**src/rtl/evt_irq_pkg.sv**
```systemverilog
package evt_irq_pkg;

    localparam int SRC_W = 10;

    // source bit positions shared by status, mask, unmask and mask ports
    localparam int B_DONE    = 0;
    localparam int B_THRESH  = 1;
    localparam int B_NACK    = 2;
    localparam int B_TMO     = 3;
    localparam int B_TGT_RDY = 4;
    localparam int B_RX_OVF  = 5;
    localparam int B_TX_OVF  = 6;
    localparam int B_RX_UNF  = 7;
    localparam int B_ARB     = 9;

    localparam logic [SRC_W-1:0] SRC_VALID =
        SRC_W'((1 << B_DONE) | (1 << B_THRESH) | (1 << B_NACK) | (1 << B_TMO) |
               (1 << B_TGT_RDY) | (1 << B_RX_OVF) | (1 << B_TX_OVF) |
               (1 << B_RX_UNF) | (1 << B_ARB));

    localparam logic [SRC_W-1:0] SRC_ERR =
        SRC_W'((1 << B_NACK) | (1 << B_RX_OVF) | (1 << B_TX_OVF) |
               (1 << B_RX_UNF) | (1 << B_ARB));

    localparam int OFF_STATUS = 'h10;
    localparam int OFF_MASK   = 'h20;
    localparam int OFF_UNMASK = 'h24;
    localparam int OFF_SETMSK = 'h28;

endpackage

```
**src/rtl/evt_irq_status.sv**
```systemverilog
module evt_irq_status #(
    parameter int                W     = 32,
    parameter logic [W-1:0]      VALID = '1
) (
    input  logic         clk,
    input  logic         rst_n,
    input  logic [W-1:0] set_i,
    input  logic [W-1:0] clr_i,
    output logic [W-1:0] status_o
);
    typedef struct packed {
        logic [W-1:0] bits;
    } st_t;

    st_t st_d, st_q;
    logic [W-1:0] nxt;

    // per-bit sticky cell: a set in the same cycle as a clear wins
    for (genvar i = 0; i < W; i++) begin : g_cell
        assign nxt[i] = VALID[i] ? (set_i[i] | (st_q.bits[i] & ~clr_i[i])) : 1'b0;
    end

    always_comb begin
        st_d      = st_q;
        st_d.bits = nxt;
    end

    always_ff @(posedge clk or negedge rst_n) begin
        if (!rst_n) st_q <= '0;
        else        st_q <= st_d;
    end

    assign status_o = st_q.bits;
endmodule

```
**src/rtl/evt_irq_mask.sv**
```systemverilog
module evt_irq_mask #(
    parameter int           W     = 32,
    parameter logic [W-1:0] VALID = '1
) (
    input  logic         clk,
    input  logic         rst_n,
    input  logic [W-1:0] mask_set_i,
    input  logic [W-1:0] mask_clr_i,
    output logic [W-1:0] mask_o
);
    typedef struct packed {
        logic [W-1:0] bits;
    } mk_t;

    mk_t mk_d, mk_q;

    always_comb begin
        mk_d      = mk_q;
        mk_d.bits = ((mk_q.bits & ~mask_clr_i) | mask_set_i) & VALID;
    end

    always_ff @(posedge clk or negedge rst_n) begin
        if (!rst_n) mk_q.bits <= VALID;
        else        mk_q      <= mk_d;
    end

    assign mask_o = mk_q.bits;
endmodule

```
**src/rtl/evt_irq_rdmux.sv**
```systemverilog
module evt_irq_rdmux #(
    parameter int ADDR_W = 8,
    parameter int W      = 32
) (
    input  logic              clk,
    input  logic              rst_n,
    input  logic              rd_i,
    input  logic [ADDR_W-1:0] addr_i,
    input  logic [W-1:0]      status_i,
    input  logic [W-1:0]      mask_i,
    output logic [W-1:0]      rdata_o
);
    import evt_irq_pkg::*;

    localparam logic [ADDR_W-1:0] A_STATUS = ADDR_W'(OFF_STATUS);
    localparam logic [ADDR_W-1:0] A_MASK   = ADDR_W'(OFF_MASK);

    typedef struct packed {
        logic [W-1:0] data;
    } rd_t;

    rd_t rd_d, rd_q;
    logic [W-1:0] sel;

    always_comb begin
        unique case (addr_i)
            A_STATUS: sel = status_i;
            A_MASK:   sel = mask_i;
            default:  sel = '0;
        endcase
        rd_d      = rd_q;
        rd_d.data = rd_i ? sel : '0;
    end

    always_ff @(posedge clk or negedge rst_n) begin
        if (!rst_n) rd_q <= '0;
        else        rd_q <= rd_d;
    end

    assign rdata_o = rd_q.data;
endmodule

```
**src/rtl/evt_irq_ctrl.sv**
```systemverilog
module evt_irq_ctrl #(
    parameter int ADDR_W = 8,
    parameter int DATA_W = 32
) (
    input  logic                       clk,
    input  logic                       rst_n,
    input  logic [evt_irq_pkg::SRC_W-1:0] evt_i,
    input  logic [ADDR_W-1:0]          reg_addr_i,
    input  logic                       reg_wr_i,
    input  logic [DATA_W-1:0]          reg_wdata_i,
    input  logic                       reg_rd_i,
    output logic [DATA_W-1:0]          reg_rdata_o,
    output logic                       irq_o,
    output logic                       err_irq_o
);
    import evt_irq_pkg::*;

    localparam logic [DATA_W-1:0] VALID_W  = DATA_W'(SRC_VALID);
    localparam logic [DATA_W-1:0] ERR_W    = DATA_W'(SRC_ERR);
    localparam logic [ADDR_W-1:0] A_STATUS = ADDR_W'(OFF_STATUS);
    localparam logic [ADDR_W-1:0] A_UNMASK = ADDR_W'(OFF_UNMASK);
    localparam logic [ADDR_W-1:0] A_SETMSK = ADDR_W'(OFF_SETMSK);

    typedef struct packed {
        logic irq;
        logic err;
    } out_t;

    logic [DATA_W-1:0] evt_w, clr_w, mset_w, mclr_w;
    logic [DATA_W-1:0] status_w, mask_w, live_w;
    out_t out_d, out_q;

    // decode of write strobes into per-bit vectors
    always_comb begin
        evt_w  = DATA_W'(evt_i);
        clr_w  = (reg_wr_i && reg_addr_i == A_STATUS) ? reg_wdata_i : '0;
        mclr_w = (reg_wr_i && reg_addr_i == A_UNMASK) ? reg_wdata_i : '0;
        mset_w = (reg_wr_i && reg_addr_i == A_SETMSK) ? reg_wdata_i : '0;
    end

    evt_irq_status #(.W(DATA_W), .VALID(VALID_W)) u_status (
        .clk      (clk),
        .rst_n    (rst_n),
        .set_i    (evt_w),
        .clr_i    (clr_w),
        .status_o (status_w)
    );

    evt_irq_mask #(.W(DATA_W), .VALID(VALID_W)) u_mask (
        .clk        (clk),
        .rst_n      (rst_n),
        .mask_set_i (mset_w),
        .mask_clr_i (mclr_w),
        .mask_o     (mask_w)
    );

    evt_irq_rdmux #(.ADDR_W(ADDR_W), .W(DATA_W)) u_rdmux (
        .clk      (clk),
        .rst_n    (rst_n),
        .rd_i     (reg_rd_i),
        .addr_i   (reg_addr_i),
        .status_i (status_w),
        .mask_i   (mask_w),
        .rdata_o  (reg_rdata_o)
    );

    assign live_w = status_w & ~mask_w;

    always_comb begin
        out_d     = out_q;
        out_d.irq = |live_w;
        out_d.err = |(live_w & ERR_W);
    end

    always_ff @(posedge clk or negedge rst_n) begin
        if (!rst_n) out_q <= '0;
        else        out_q <= out_d;
    end

    assign irq_o     = out_q.irq;
    assign err_irq_o = out_q.err;
endmodule

```
**config.mk**
```make
export PLATFORM = sky130hd
export DESIGN_NAME = evt_irq_ctrl
export DESIGN_NICKNAME = d
export VERILOG_FILES = /design/src/rtl/evt_irq_pkg.sv /design/src/rtl/evt_irq_status.sv /design/src/rtl/evt_irq_mask.sv /design/src/rtl/evt_irq_rdmux.sv /design/src/rtl/evt_irq_ctrl.sv
export SDC_FILE = /design/constraint.sdc
export NUM_CORES = 1
export LEC_CHECK = 0
export BUFFER_PORTS_ARGS = -buffer_cell sky130_fd_sc_hd__buf_2
export CAP_MARGIN = 0
export CORE_ASPECT_RATIO = 0.8
export CORE_UTILIZATION = 32
export DETAILED_ROUTE_END_ITERATION = 8
export PLACE_DENSITY = 0.67
export SKIP_LAST_GASP = 1
export SYNTH_ARGS = -nofsm -noshare
export SYNTH_HDL_FRONTEND = slang
export SYNTH_SLANG_ARGS = --single-unit
```
**constraint.sdc**
```tcl
create_clock -name clk -period 4.31 [get_ports clk]
set_input_delay 0 -clock clk [delete_from_list [all_inputs] [get_ports clk]]
set_output_delay 0 -clock clk [all_outputs]
set_load 0.01 [all_outputs]
```
# Word level (Yosys, flattened, before mapping)
# Index checks and enable logic that the tools add are counted.
dict set report word_totals {
  in_bits 54
  regBits 52
  wordCells 51
}
dict set report op_classes {
  n_reduce_logical 5
  bitwise_logic 32
  eq_ne 4
  n_mux 5
}
# operator count
set ops {}
lappend ops {{$mux W10} 4}
lappend ops {{$and A10 B32 Y32} 1}
lappend ops {{$not A10 Y32} 1}
lappend ops {{$reduce_or A32 Y1} 1}
lappend ops {{$eq A8 B6 Y1 const B} 3}
lappend ops {{$pmux W10 S2} 1}
lappend ops {{$and A10 B10 Y10} 1}
lappend ops {{$not A10 Y10} 1}
lappend ops {{$or A10 B10 Y10} 1}
lappend ops {{$and A1 B1 Y1} 9}
lappend ops {{$not A1 Y1} 9}
lappend ops {{$or A1 B1 Y1} 9}
lappend ops {{$eq A8 B5 Y1 const B} 1}
lappend ops {{$reduce_or A5 Y1} 1}
lappend ops {{$logic_and A1 B1 Y1} 3}

# Logic depth before layout (Yosys ltp)
# Gate-level depths: netlist of the first run.
dict set report depth {
  ltp_word 6
  mapped_depth 6
}

# Hierarchy
# Synthesis of the first run repeated with hierarchy kept, for this count alone.
dict set report hier_totals {
  cells_unflattened 417
  hier_area_um2 3930.0
}
# module seq_area_each_um2 cells_each area_each_um2 n_inst
set modules_own_cells {}
lappend modules_own_cells {evt_irq_rdmux 800.8 152 1831.8 1}
lappend modules_own_cells {evt_irq_ctrl 50.0 163 1081.0 1}
lappend modules_own_cells {evt_irq_mask 236.5 51 514.2 1}
lappend modules_own_cells {evt_irq_status 225.2 51 503.0 1}

# Worst setup path before layout of the first run
# No wires, ideal clock.
dict set report synth_path {
  kind {register to register}
  start {register u_mask.mk_q (netlist bit u_mask.mask_o[2])}
  end {register out_q (netlist bit irq_o)}
  n_path_buf 0
  stages_incl_launch_ff 5
  t_arrival_ps 1371
  setup_ps 131
  synth_period_minus_slack_ps 1502
  t_required_ps 4179
  slack_ps 2808
  cell_sequence {dfstp_2 > inv_1 > a222oi_1 > o221ai_1 > or3_1}
}
# item line
set synth_lines {}
lappend synth_lines {{from (decl)} evt_irq_mask.sv:15} ;# mk_t mk_d, mk_q;
lappend synth_lines {{from (signal assigned)} evt_irq_mask.sv:24} ;# else mk_q <= mk_d;
lappend synth_lines {{to (signal assigned)} evt_irq_ctrl.sv:77} ;# else out_q <= out_d;
lappend synth_lines {{to (decl)} evt_irq_ctrl.sv:31} ;# out_t out_d, out_q;

==> key figures, run 1 <==
Setup path
  • Data arrival time of the critical path: 1.95 ns
  • Crit. End Element: register
  • Slowest library cell on the worst path: dfstp_2
  • Setup Crit Path Kind: reg2reg
  • Crit-path cells: inv_1, a222oi_1, o221ai_1, or3_1
  • Worst Setup SP: u_mask.mask_o[2]
  • Critical path data required time: 4.47 ns
  • CP max FO: 4
  • Buffers & Inverters on Critical Path: 1
  • RR Startpoint: u_mask.mask_o[2]
  • Slowest Stage Delay on Critical Path: 0.55 ns
  • CP startpoint kind: register
  • Crit path max-delay family: compound AO/OA/AOI/OAI gates

Placement
  • DP Area: 0.00168 mm2
  • Port buffer count: 40
  • Post-DP HPWL: 2.31 mm
  • Placed insts: 255
  • GP Congestion: 0.777

Finish
  • Filler Cells Inserted: 477
  • Nets@finish: 266
  • Area Overhead vs Synth: 22.5%
  • Post-route cell area: 0.00188 mm2
  • Multi-input logic area: 629 um2
  • Share of layout cells above drive strength 1: 27.7%
  • Fin cells: 273
  • # diodes: 0
  • Register area: 737 um2

Floorplan
  • Die H: 64 um
  • Die ar.: 0.00509 mm2
  • Initial Utilization: 33.5%
  • Core area: 0.00460 mm2
  • I/O pins: 88
  • Std cell rows: 22
  • Width of the die: 79.5 um

Logic synthesis
  • Distinct cells, synth: 25
  • Number of enable flip-flop cells after synthesis: 0
  • Mapped Avg Cell Area: 9.38 um2
  • Syn. warnings: 0
  • Ys async rst share: 100%
  • Yosys reg bits: 29
  • Synth Instances: 164
  • Sequential area share after synthesis: 47.9%
  • Synthesized cell area: 0.00154 mm2
  • Most frequently used flop master after synthesis: dfrtp_1

Global routing
  • Initial antenna violation count: 0
  • Number of global-route vias before repair: 1179
  • Largest net degree at the start of global routing: 30
  • Overflow after GRT: 0
  • First-pass GRT wire length: 5.40 mm
  • GRT Total Usage: 14.3%

Routing
  • Antenna viol nets, final: 0
  • DR pass1 iterations: 4
  • Via count: 1283
  • Total routed wirelength: 3.38 mm
  • DRC violation count after routing: 0
  • Via density: 4.70
  • Avg WL per Cell: 12.4 um
  • Initial DRC count: 83

Timing
  • Slew headroom: 26.1%
  • Period utilization: 41.4%
  • # setup viols final: 0
  • Min Tclk post-route: 1.78 ns
  • Hold_ws: 0.0258 ns
  • Max Clock Freq: 0.561 GHz
  • TNS Setup: 0 ns
  • Skew final: 0.00962 ns
  • Final hold vios: 0
  • Unrepaired setup endpoints after global routing: no
  • Slew Viols, Final: 0
  • Slew @ Worst Pin: 1.11 ns

Power
  • Static Leak: 0.830 nW
  • Power density cells: 322 mW/mm2
  • Worst vdd ir: 145 uV
  • Total Power: 0.607 mW

CTS
  • CTS Sinks: 29
  • Cts hold-fix bufs: 10
  • Clock Path Buffers: 2
  • Clock slew at reported path FFs: 0.06 ns
  • Setup bufs post-CTS: 0
  • H-tree depth: 2
  • CTS tree: built
  • CTS resizes: 0
  • Root buffer cell: clkbuf_8
  • CTS buffer count: 5
  • Clk_lat worst skew: 0.29 ns

Status
  • Outcome: complete, no violations

Hold path
  • HP Start: reg_wdata_i[2]
  • HP Class: in2reg

Flow run
  • Max-Cap Viols: 0
-- metal layers --
| metal | GRT usage [%] | wire [um] | vias up |
|---|---|---|---|
| met3 | 5.43 | 277 | 8 |
| met2 | 22.6 | 1530 | 44 |
| li1 | - | - | 619 |
| met5 | 0 | 0 | - |
| met4 | 7.50 | 69 | 0 |
| met1 | 16.7 | 1510 | 612 |
-- cells by family (layout without fill, tap and decap cells) --
group / after synthesis / count (layout) / synth area share, %
simple gates: 63 / 63 / 20.8
compound gates: 31 / 31 / 14.5
flops: 29 / 29 / 47.9
buf+inv: 40 / 67 / 16.5
other cells: 1 / 23 / 0.244
-- state kept, by name (all words and copies together) (netlist names) --
signal / flops
u_status.status_o: 9
irq_o: 1
u_rdmux.rdata_o: 9
err_irq_o: 1
u_mask.mask_o: 9
-- placed cells by master, fill, tap and decap left out, drive strengths merged, types with 6 or more instances in the layout --
cell type and instances:
dlygate4sd3 10, nor3 18, inv 9, a31oi 9, conb 23, dfrtp 20
buf 40, a22oi 9, a21o 9, dfstp 9, clkbuf 6, nor2 19
nand2 10, nand3 10
-- stage by stage --
stage               worst slack [ns]  util, %
finish                          2.53     41.0
global route                    2.43     41.0
CTS                             2.52     41.0
detailed placement              2.37     36.4
global placement                2.39     36.4
floorplan                       2.81        -
-- power breakdown --
group	switching, mW	internal, mW	leakage, nW
clock	0.106	0.171	0.0552
combinational	0.0353	0.0207	0.460
sequential	0.000314	0.273	0.315
-- worst reg2reg max path, stage by stage (launching register included) --
cell,delay [ns]
dfstp_2,0.55
inv_1,0.04
a222oi_1,0.41
o221ai_1,0.25
or3_1,0.40
-- path summary, 6_finish.rpt --
check,slack (ns),cells past startpoint,end
max in group asynchronous,3.62,2,u_status.status_o[5]
hold / removal,0.03,3,u_mask.mask_o[2]
hold reg to reg,0.51,1,u_status.status_o[9]
min in group asynchronous,0.27,2,u_status.status_o[0]
setup reg to reg,2.53,4,irq_o
setup / recovery,2.53,4,irq_o
-- Yosys cell counts (3+ instances only) --
| cell type | n | area share [%] |
|---|---|---|
| a31oi_1 | 9 | 3.7 |
| buf_4 | 25 | 12 |
| nand2_1 | 10 | 2.4 |
| nor3_1 | 18 | 5.9 |
| a21o_1 | 9 | 4.4 |
| dfrtp_1 | 20 | 33 |
| clkbuf_1 | 3 | 0.73 |
| inv_1 | 9 | 2.2 |
| nor2_1 | 19 | 4.6 |
| dfstp_2 | 9 | 15 |
| a22oi_1 | 9 | 4.4 |
| nand3_1 | 9 | 2.9 |
-- layout make-up --
cell class              count  share of cell area (%)
well taps                  60                    3.99
repair buffers             50                    15.9
multi-input cells         117                    33.4
flip-flops and latches     29                    39.1
clock buffers               6                    3.85
clock inverters             2                    1.86
inverters                   9                    1.79
Note: power is estimated with default switching activity, not from simulation.
==> run 2: changes to the inputs <==
Clock period 4.31 ns to 1.9 ns, I/O delays scaled along.
==> run 2 against run 1 <==
Net effect:
- flip-flop and latch count is the same
- worst setup slack lost 2.4 ns
- clock power grew 140%
- via count is 0.23% lower
- count of clock-buffer cells in the layout up 1
- global-route usage is 0.41 points higher
- critical path depth stayed put
- sequential share of layout area shrank 0.64 points
- total power grew 130%
- die area stayed put
- wire length is 1.9% higher
==> key figures, run 2 (same netlist as run 1, synthesis figures left out) <==
Status
  • Outcome: complete, no violations

Global routing
  • Largest net degree at the start of global routing: 30 (unchanged)
  • Initial antenna violation count: 0 (unchanged)
  • Overflow after GRT: 0 (unchanged)
  • First-pass GRT wire length: 5.54 mm (+2.6%)
  • GRT Total Usage: 14.7% (+0.41 points)
  • Number of global-route vias before repair: 1175 (-0.34%)

Floorplan
  • Die H: 64 um (unchanged)
  • Die ar.: 0.00509 mm2 (unchanged)
  • Std cell rows: 22 (unchanged)
  • Core area: 0.00460 mm2 (unchanged)
  • Initial Utilization: 33.5% (unchanged)
  • I/O pins: 88 (unchanged)
  • Width of the die: 79.5 um (unchanged)

Setup path
  • Setup Crit Path Kind: reg2reg
  • Crit. End Element: register
  • Slowest library cell on the worst path: dfstp_2
  • CP startpoint kind: register
  • Data arrival time of the critical path: 1.96 ns (about the same)
  • Slowest Stage Delay on Critical Path: 0.55 ns (about the same)
  • Crit path max-delay family: compound AO/OA/AOI/OAI gates
  • Buffers & Inverters on Critical Path: 1 (unchanged)
  • Critical path data required time: 2.07 ns (-2.40 ns)
  • CP max FO: 4 (unchanged)
  • Crit-path cells: inv_1, a222oi_1, o221ai_1, or3_1

Routing
  • Via density: 4.64 (-1.3%)
  • Avg WL per Cell: 12.5 um (+0.78%)
  • Antenna viol nets, final: 0 (unchanged)
  • DR pass1 iterations: 7 (+3)
  • Total routed wirelength: 3.45 mm (+1.9%)
  • DRC violation count after routing: 0 (unchanged)
  • Via count: 1280 (-0.23%)
  • Initial DRC count: 74 (-11%)

Hold path
  • HP Class: in2reg

Timing
  • Slew headroom: 56.9% (+31 points)
  • Period utilization: 94.4% (+53 points)
  • Worst Setup Slack, final: 0.106 ns (-2.42 ns)
  • TNS Setup: 0 ns (unchanged)
  • Min Tclk post-route: 1.79 ns (+0.0103 ns)
  • Unrepaired setup endpoints after global routing: no
  • Skew final: 0.00190 ns (-0.00772 ns)
  • # setup viols final: 0 (unchanged)
  • Slew @ Worst Pin: 0.646 ns (-0.459 ns)
  • Max Clock Freq: 0.557 GHz (-0.57%)
  • Final hold vios: 0 (unchanged)
  • Slew Viols, Final: 0 (unchanged)

Placement
  • Pre-CTS setup slack: 0.120 ns (-2.25 ns)
  • GP Congestion: 0.796 (+2.4%)
  • Post-DP HPWL: 2.42 mm (+4.8%)
  • Port buffer count: 40 (unchanged)

CTS
  • Clock Path Buffers: 2 (unchanged)
  • CTS tree: built
  • CTS buffer count: 5 (unchanged)
  • Root buffer cell: clkbuf_8
  • H-tree depth: 2 (unchanged)
  • Clk_lat worst skew: 0.29 ns (about the same)
  • CTS Sinks: 29 (unchanged)
  • Clock slew at reported path FFs: 0.06 ns (about the same)
  • Setup bufs post-CTS: 0 (unchanged)

Power
  • Static Leak: 0.850 nW (+2.3%)
  • Power density cells: 739 mW/mm2 (+130%)
  • Worst vdd ir: 399 uV (+170%)
  • Total Power: 1.41 mW (+130%)

Finish
  • Filler Cells Inserted: 451 (-5.5%)
  • Nets@finish: 269 (+1.1%)
  • Area Overhead vs Synth: 24.5%
  • Commonest non-fill, non-tap cell in the layout: buf_2
  • Multi-input logic area: 629 um2 (unchanged)
  • Register area: 737 um2 (unchanged)
  • Share of layout cells above drive strength 1: 28.7% (+1.0 points)
  • Most frequent cells in the layout: 40 x buf_2, 23 x conb_1, 20 x dfrtp_1
  • # diodes: 0 (unchanged)

Flow run
  • Max-Cap Viols: 0 (unchanged)
==> run 2: cell count changes in the layout (fill, tap and decap cells not counted) <==
cell,change
clkinv_2,-1
clkbuf_8,+1
buf_4,+3
==> run 2: layout make-up <==
class	count	share of cell area [%]
clock buffers	7	4.51
clock inverters	1	1.57
flip-flops and latches	29	38.5
inverters	9	1.76
multi-input cells	117	32.9
well taps	60	3.92
repair buffers	53	16.9
==> run 2: worst paths after layout <==
check	startpoint	to	slack [ns]	depth (start not counted)
hold reg to reg	u_status.status_o[9]	u_status.status_o[9]	0.51	1
hold / removal	reg_wdata_i[7]	u_mask.mask_o[7]	0.03	3
setup / recovery	u_mask.mask_o[2]	irq_o	0.11	4
setup reg to reg	u_mask.mask_o[2]	irq_o	0.11	4
min in group asynchronous	rst_n	u_status.status_o[9]	0.28	2
max in group asynchronous	rst_n	u_status.status_o[4]	1.21	2
==> run 2: tightest hold or removal path: stages <==
cell and delay [ns]:
buf_2 0.11, a31oi_1 0.15, nor3_1 0.05
==> run 2: repair_timing <==
action	CTS	global route
hold endpoints to repair	29	0
hold buffers	10	0
resized for setup	0	0
==> run 2: metal layers <==
| layer | global-route usage [%] | vias up | share of wire [%] |
|---|---|---|---|
| met4 | 8.18 | 0 | 1.0 |
| met3 | 5.14 | 4 | 9.4 |
| met1 | 19.1 | 597 | 45 |
| li1 | - | 622 | - |
| met2 | 21.2 | 57 | 44 |
| met5 | 0 | - | 0 |
==> run 2: metrics by stage <==
stage / cells / area [um2] / hold slack [ns] / util, %
after global routing: 276 / 1910 / 0.0325 / 41.6
after CTS: 276 / 1910 / 0.0165 / 41.6
after global placement: 258 / 1700 / 0.0680 / 36.9
after detailed placement: 258 / 1700 / 0.0695 / 36.9
after floorplan: 186 / 1620 / -0.296 / -
final: 276 / 1910 / 0.0274 / 41.6
==> run 2: power breakdown <==
group | leakage [nW] | switching (mW) | internal (mW)
combinational | 0.476 | 0.0808 | 0.0490
sequential | 0.315 | 0.000712 | 0.620
clock | 0.0585 | 0.237 | 0.427
total | 0.850 | 0.319 | 1.10
